<file path="config.mk">
export PLATFORM = sky130hd
export DESIGN_NAME = pp_dma_chan
export DESIGN_NICKNAME = d
export VERILOG_FILES = /design/src/rtl/pp_dma_pkg.sv /design/src/rtl/pp_dma_params.sv /design/src/rtl/pp_dma_evq.sv /design/src/rtl/pp_dma_xfer.sv /design/src/rtl/pp_dma_chan.sv
export SDC_FILE = /design/constraint.sdc
export NUM_CORES = 1
export LEC_CHECK = 0
export BUFFER_PORTS_ARGS = -buffer_cell sky130_fd_sc_hd__buf_2
export CAP_MARGIN = 20
export CORE_ASPECT_RATIO = 1.1
export CORE_MARGIN = 4
export CORE_UTILIZATION = 45
export CTS_CLUSTER_SIZE = 20
export DETAILED_ROUTE_END_ITERATION = 6
export PLACE_DENSITY = 0.66
export SYNTH_ARGS = -nofsm -noshare
export SYNTH_HDL_FRONTEND = slang
export SYNTH_SLANG_ARGS = --single-unit
</file>
<file path="constraint.sdc">
create_clock -name clk -period 5.9 [get_ports clk]
set_input_delay 0.885 -clock clk [delete_from_list [all_inputs] [get_ports clk]]
set_output_delay 0.885 -clock clk [all_outputs]
set_load 0.01 [all_outputs]
</file>
<file path="src/rtl/pp_dma_pkg.sv">
package pp_dma_pkg;
   typedef enum logic [1:0] {
      FLD_BASE  = 2'd0,
      FLD_COUNT = 2'd1,
      FLD_LINK  = 2'd2
   } cfg_field_e;

   typedef enum logic {
      ST_IDLE  = 1'b0,
      ST_WRITE = 1'b1
   } xfer_st_e;
endpackage

</file>
<file path="src/rtl/pp_dma_params.sv">
module pp_dma_params #(
   parameter int ADDR_W  = 32,
   parameter int DATA_W  = 32,
   parameter int CNT_W   = 16,
   parameter int DEF_CNT = 1008,
   parameter logic [ADDR_W-1:0] BASE0 = 32'h8000_0000,
   parameter logic [ADDR_W-1:0] BASE1 = 32'h8000_1000
) (
   input  logic                       clk,
   input  logic                       rst_n,
   input  logic                       cfg_we,
   input  logic                       cfg_sel,
   input  logic [1:0]                 cfg_field,
   input  logic [ADDR_W-1:0]          cfg_wdata,
   output logic [1:0][ADDR_W-1:0]     set_base,
   output logic [1:0][CNT_W-1:0]      set_cnt,
   output logic [1:0]                 set_link
);
   import pp_dma_pkg::*;

   localparam int ALIGN_W = $clog2(DATA_W / 8);

   for (genvar s = 0; s < 2; s++) begin : g_set
      localparam logic [ADDR_W-1:0] RST_BASE = (s == 0) ? BASE0 : BASE1;
      logic [ADDR_W-1:0] base_q;
      logic [CNT_W-1:0]  cnt_q;
      logic              link_q;

      always_ff @(posedge clk) begin
         if (!rst_n) begin
            base_q <= RST_BASE;
            cnt_q  <= CNT_W'(DEF_CNT);
            link_q <= (s == 0);
         end else if (cfg_we && (cfg_sel == 1'(s))) begin
            case (cfg_field)
               FLD_BASE:  base_q <= {cfg_wdata[ADDR_W-1:ALIGN_W], ALIGN_W'(0)};
               FLD_COUNT: cnt_q  <= cfg_wdata[CNT_W-1:0];
               FLD_LINK:  link_q <= cfg_wdata[0];
               default:   ;
            endcase
         end
      end

      assign set_base[s] = base_q;
      assign set_cnt[s]  = cnt_q;
      assign set_link[s] = link_q;
   end
endmodule

</file>
<file path="src/rtl/pp_dma_evq.sv">
module pp_dma_evq (
   input  logic clk,
   input  logic rst_n,
   input  logic evt,
   input  logic evt_clr,
   input  logic can_start,
   output logic start,
   output logic missed
);
   logic pend_q;
   logic miss_q;

   assign start  = can_start && !evt_clr && (evt || pend_q);
   assign missed = miss_q;

   always_ff @(posedge clk) begin
      if (!rst_n) begin
         pend_q <= 1'b0;
         miss_q <= 1'b0;
      end else if (evt_clr) begin
         pend_q <= 1'b0;
         miss_q <= 1'b0;
      end else if (start) begin
         pend_q <= pend_q && evt;
      end else if (evt) begin
         if (pend_q) miss_q <= 1'b1;
         pend_q <= 1'b1;
      end
   end
endmodule

</file>
<file path="src/rtl/pp_dma_xfer.sv">
module pp_dma_xfer #(
   parameter int ADDR_W  = 32,
   parameter int DATA_W  = 32,
   parameter int CNT_W   = 16,
   parameter int DEF_CNT = 1008,
   parameter logic [ADDR_W-1:0] BASE0 = 32'h8000_0000
) (
   input  logic                   clk,
   input  logic                   rst_n,
   input  logic                   chan_en,
   input  logic                   start,
   input  logic [1:0][ADDR_W-1:0] set_base,
   input  logic [1:0][CNT_W-1:0]  set_cnt,
   input  logic [1:0]             set_link,
   input  logic [DATA_W-1:0]      src_data,
   input  logic                   mem_ack,
   output logic                   idle,
   output logic                   mem_req,
   output logic [ADDR_W-1:0]      mem_addr,
   output logic [DATA_W-1:0]      mem_data,
   output logic                   buf_done,
   output logic                   done_idx
);
   import pp_dma_pkg::*;

   localparam logic [ADDR_W-1:0] STEP = ADDR_W'(DATA_W / 8);

   xfer_st_e          st_q;
   logic              idx_q;
   logic [ADDR_W-1:0] addr_q;
   logic [CNT_W-1:0]  left_q;
   logic [DATA_W-1:0] data_q;
   logic              last_elem;
   logic              nxt_idx;

   assign idle      = (st_q == ST_IDLE);
   assign mem_req   = (st_q == ST_WRITE);
   assign mem_addr  = addr_q;
   assign mem_data  = data_q;
   assign last_elem = (left_q <= CNT_W'(1));
   assign buf_done  = mem_req && mem_ack && last_elem;
   assign done_idx  = idx_q;
   assign nxt_idx   = set_link[idx_q];

   always_ff @(posedge clk) begin
      if (!rst_n) begin
         st_q   <= ST_IDLE;
         idx_q  <= 1'b0;
         addr_q <= BASE0;
         left_q <= CNT_W'(DEF_CNT);
         data_q <= '0;
      end else begin
         case (st_q)
            ST_IDLE: begin
               if (start) begin
                  data_q <= src_data;
                  st_q   <= ST_WRITE;
               end else if (!chan_en) begin
                  idx_q  <= 1'b0;
                  addr_q <= set_base[0];
                  left_q <= set_cnt[0];
               end
            end
            ST_WRITE: begin
               if (mem_ack) begin
                  st_q <= ST_IDLE;
                  if (last_elem) begin
                     idx_q  <= nxt_idx;
                     addr_q <= set_base[nxt_idx];
                     left_q <= set_cnt[nxt_idx];
                  end else begin
                     addr_q <= addr_q + STEP;
                     left_q <= left_q - CNT_W'(1);
                  end
               end
            end
            default: st_q <= ST_IDLE;
         endcase
      end
   end
endmodule

</file>
<file path="src/rtl/pp_dma_chan.sv">
module pp_dma_chan #(
   parameter int ADDR_W  = 32,
   parameter int DATA_W  = 32,
   parameter int CNT_W   = 16,
   parameter int DEF_CNT = 1008,
   parameter logic [ADDR_W-1:0] BASE0 = 32'h8000_0000,
   parameter logic [ADDR_W-1:0] BASE1 = 32'h8000_1000
) (
   input  logic              clk,
   input  logic              rst_n,
   input  logic              chan_en,
   input  logic              irq_en,
   input  logic              evt,
   input  logic              evt_clr,
   input  logic              irq_clr,
   input  logic              cfg_we,
   input  logic              cfg_sel,
   input  logic [1:0]        cfg_field,
   input  logic [ADDR_W-1:0] cfg_wdata,
   output logic              src_rd,
   input  logic [DATA_W-1:0] src_data,
   output logic              mem_req,
   output logic [ADDR_W-1:0] mem_addr,
   output logic [DATA_W-1:0] mem_data,
   input  logic              mem_ack,
   output logic              irq,
   output logic              irq_pend,
   output logic              last_buf,
   output logic              missed
);
   if (DATA_W % 8 != 0 || DATA_W < 16) begin : g_bad_data_w
      $error("DATA_W must be a whole number of bytes, at least 16");
   end
   if (CNT_W < 1 || CNT_W > ADDR_W) begin : g_bad_cnt_w
      $error("CNT_W must lie in 1..ADDR_W");
   end
   if (DEF_CNT < 1 || DEF_CNT >= (64'd1 << CNT_W)) begin : g_bad_def_cnt
      $error("DEF_CNT must fit CNT_W and be nonzero");
   end

   logic [1:0][ADDR_W-1:0] set_base;
   logic [1:0][CNT_W-1:0]  set_cnt;
   logic [1:0]             set_link;
   logic                   idle;
   logic                   start;
   logic                   buf_done;
   logic                   done_idx;
   logic                   pend_q;
   logic                   last_q;

   pp_dma_params #(
      .ADDR_W(ADDR_W), .DATA_W(DATA_W), .CNT_W(CNT_W),
      .DEF_CNT(DEF_CNT), .BASE0(BASE0), .BASE1(BASE1)
   ) u_params (
      .clk(clk), .rst_n(rst_n), .cfg_we(cfg_we), .cfg_sel(cfg_sel),
      .cfg_field(cfg_field), .cfg_wdata(cfg_wdata),
      .set_base(set_base), .set_cnt(set_cnt), .set_link(set_link)
   );

   pp_dma_evq u_evq (
      .clk(clk), .rst_n(rst_n), .evt(evt), .evt_clr(evt_clr),
      .can_start(chan_en && idle), .start(start), .missed(missed)
   );

   pp_dma_xfer #(
      .ADDR_W(ADDR_W), .DATA_W(DATA_W), .CNT_W(CNT_W),
      .DEF_CNT(DEF_CNT), .BASE0(BASE0)
   ) u_xfer (
      .clk(clk), .rst_n(rst_n), .chan_en(chan_en), .start(start),
      .set_base(set_base), .set_cnt(set_cnt), .set_link(set_link),
      .src_data(src_data), .mem_ack(mem_ack), .idle(idle),
      .mem_req(mem_req), .mem_addr(mem_addr), .mem_data(mem_data),
      .buf_done(buf_done), .done_idx(done_idx)
   );

   assign src_rd   = start;
   assign irq_pend = pend_q;
   assign last_buf = last_q;
   assign irq      = pend_q && irq_en;

   always_ff @(posedge clk) begin
      if (!rst_n) begin
         pend_q <= 1'b0;
         last_q <= 1'b0;
      end else if (buf_done) begin
         pend_q <= 1'b1;
         last_q <= done_idx;
      end else if (irq_clr) begin
         pend_q <= 1'b0;
      end
   end
endmodule

</file>
==> flow_metrics.env <==
export IMPL_status="completed"
export IMPL_synth_avg_cell_area_um2=7.69
export IMPL_cts_path_max_buffers=2
export IMPL_routed_wl_mm=26.9
export IMPL_area_growth_pct=17.4
export IMPL_numPortBuffers=143
export IMPL_num_antenna_cells=0
export IMPL_fmax_ghz=0.235
export IMPL_tritoncts="done"
export IMPL_ant_nets=0
export IMPL_end_kind="primary output"
export IMPL_drv_slew=0
export IMPL_max_slew_worst_pin_slew_ps=1110
export IMPL_start_util_pct=46.2
export IMPL_gr_total_overflow=0
export IMPL_worstPathMaxFanout=34
export IMPL_synth_edf_count=0
export IMPL_post_synth_top_area_fraction_pct=43.2
export IMPL_drtIter0Drc=688
export IMPL_place_hpwl_mm=17.7
export IMPL_fin_setup_tns_ps=0
export IMPL_antenna_found_initial=0
export IMPL_drive_gt1_share_pct=18.2
export IMPL_synth_most_common_cell="nand2_1"
export IMPL_ys_async_sr_fraction_pct=0
export IMPL_fin_nets=1256
export IMPL_cts_setup_buffers=0
export IMPL_core_area_um2=17900
export IMPL_ys_seq_area_share_pct=43.2
export IMPL_synth_top_area_cell="dfxtp_1"
export IMPL_setup_viol=0
export IMPL_clock_latency_ps=430
export IMPL_cts_root_buf="clkbuf_16"
export IMPL_r2r_cells=5
export IMPL_grt_first_pass_wirelength_mm=42.7
export IMPL_multiInputGateArea_um2=4310
export IMPL_path_class="reg2out"
export IMPL_wl_per_cell_um=18.9
export IMPL_yosysWarningCount=0
export IMPL_maxSlewHeadroom_pct=25.0
export IMPL_yosys_cell_types_count=66
export IMPL_regArea_um2=3560
export IMPL_synthCells=1074
export IMPL_fin_crit_ps=4250
export IMPL_die_area_um2=20600
export IMPL_die_y_um=150
export IMPL_syn_cell_area_um2=8260
export IMPL_ios=146
export IMPL_powerDensity_nw_per_um2=274
export IMPL_rsz0062_at_grt="no"
export IMPL_skew_ps=7.70
export IMPL_track_usage_pct=26.2
export IMPL_grt_pass1_vias=7984
export IMPL_die_w_um=137
export IMPL_rows=51
export IMPL_vias=8377
export IMPL_drtPass1Iterations=5
export IMPL_critPathLaunchType="flop"
export IMPL_cts_hold_buf=0
export IMPL_htreeDepth=4
export IMPL_fin_util_pct=54.2
export IMPL_static_leakage_power_nw=3.62
export IMPL_via_per_inst=5.87
export IMPL_nFillCells=1747
export IMPL_synth_seq_cells=178
export IMPL_drv_cap=0
export IMPL_hold_depth=2
export IMPL_hold_path_class="reg2reg"
export IMPL_drc=0
export IMPL_cp_data_arrival_time_ps=3370
export IMPL_irDropWorstVdd_v=0.000213
export IMPL_synth_area_top_cells="dfxtp_1 (43%), nand2_1 (14%), a21oi_1 (8.0%)"
export IMPL_hold_viol_final=0
export IMPL_grt_max_degree=99
export IMPL_cts_buffers_inserted=17
export IMPL_worstPathRequired_ps=5020
export IMPL_synth_ff_type="dfxtp_1"
export IMPL_synthTopCellsByCount="nand2_1 (309), dfxtp_1 (178), a21oi_1 (132), clkbuf_1 (64), o21ai_0 (42)"
export IMPL_clock_sinks=178
export IMPL_path_clk_slew_ps=60
export IMPL_period_share_pct=72.1
export IMPL_cts_resized_gates=0
export IMPL_place_gp_congestion=0.889
## power by group
group	total [mW]	leakage [nW]	internal (mW)	switching, mW
clock	1.10	0.261	0.596	0.502
sequential	1.28	1.44	1.24	0.0380
combinational	0.280	1.91	0.0931	0.187
total	2.65	3.62	1.93	0.727
## cell families (layout without fill, tap and decap cells)
kind of cell               Yosys count  count (layout)  synth area share [%]
muxes                                5               5                 0.621
xor gates and xnor gates            10              10                  1.06
AOI/OAI and AO/OA                  316             316                  24.8
and+or+nand+nor                    458             458                  24.9
adders and majority gates            3               3                 0.455
other                                1               2                0.0454
DFF                                178             178                  43.2
buffers and inverters              103             218                  4.96
## worst max-delay path: stages, from the launching register on
cell and delay, ps:
dfxtp_1 560, inv_1 500, nand2_1 250, or3_1 390, buf_4 250, inv_1 720, buf_2 270
## final cells by class
type                            count  area share, %
Clock inverter                     14           1.33
Tap cell                          238           3.07
Sequential cell                   178           36.8
Timing Repair Buffer              162           8.90
Clock buffer                       18           4.53
Inverter                           24          0.943
Multi-Input combinational cell    794           44.5
## per-layer routing
layer	global-route usage (%)	up-vias	wire (um)	share of wire (%)
li1	-	4027	-	-
met1	34.6	3911	11600	43
met2	41.9	384	12300	46
met3	6.42	55	2460	9.1
met4	8.68	0	561	2.1
met5	0	-	0	0
## stage by stage
step | worst slack (ps) | hold WS (ps) | cell area, um2 | power, mW | cells
final | 1650 | 451 | 9690 | 2.65 | 1428
after floorplan | 3240 | 430 | 8260 | 1.46 | 1075
after detailed placement | 2110 | 443 | 9120 | 1.58 | 1396
after CTS | 1650 | 453 | 9690 | 2.67 | 1428
after global routing | 1330 | 472 | 9690 | 2.75 | 1428
after global placement | 2130 | 438 | 9110 | 1.57 | 1395
## cell usage in the layout (no fill, tap or decap), types with 6 or more instances in the layout
master / Yosys / final
nand4_1: 15 / 15
nor2_1: 34 / 33
o221ai_1: 8 / 8
a21oi_1: 132 / 131
clkinvlp_4: 0 / 6
o21ai_0: 42 / 41
buf_4: 3 / 18
o21a_1: 12 / 12
nand2_1: 309 / 309
o2111ai_1: 16 / 16
a31oi_1: 14 / 14
dfxtp_1: 178 / 178
or4_1: 8 / 8
clkbuf_16: 0 / 17
buf_2: 9 / 143
o211ai_1: 28 / 28
o22ai_1: 7 / 7
inv_1: 24 / 23
nand3_1: 30 / 30
nor3_1: 17 / 15
xnor2_1: 6 / 6
nor4_1: 8 / 8
## final timing paths
check	slack [ps]	startpoint	to
min reg2reg	450	u_xfer.mem_data[28]	u_xfer.mem_data[28]
max reg2reg	2430	u_xfer.left_q[10]	u_xfer.left_q[14]
max	1650	u_xfer.mem_req	src_rd
min	450	u_xfer.mem_data[28]	u_xfer.mem_data[28]
## state kept, by name, summed over array words and instances, names as in the netlist
register and count:
irq_pend 1, last_buf 1, u_evq.missed 1, u_evq.pend_q 1
u_params.g_set.base_q 60, u_params.g_set.cnt_q 32, u_params.g_set.link_q 2, u_xfer.done_idx 1
u_xfer.left_q 16, u_xfer.mem_addr 30, u_xfer.mem_data 32, u_xfer.mem_req 1
No activity file was read; power rests on OpenSTA's default activity.
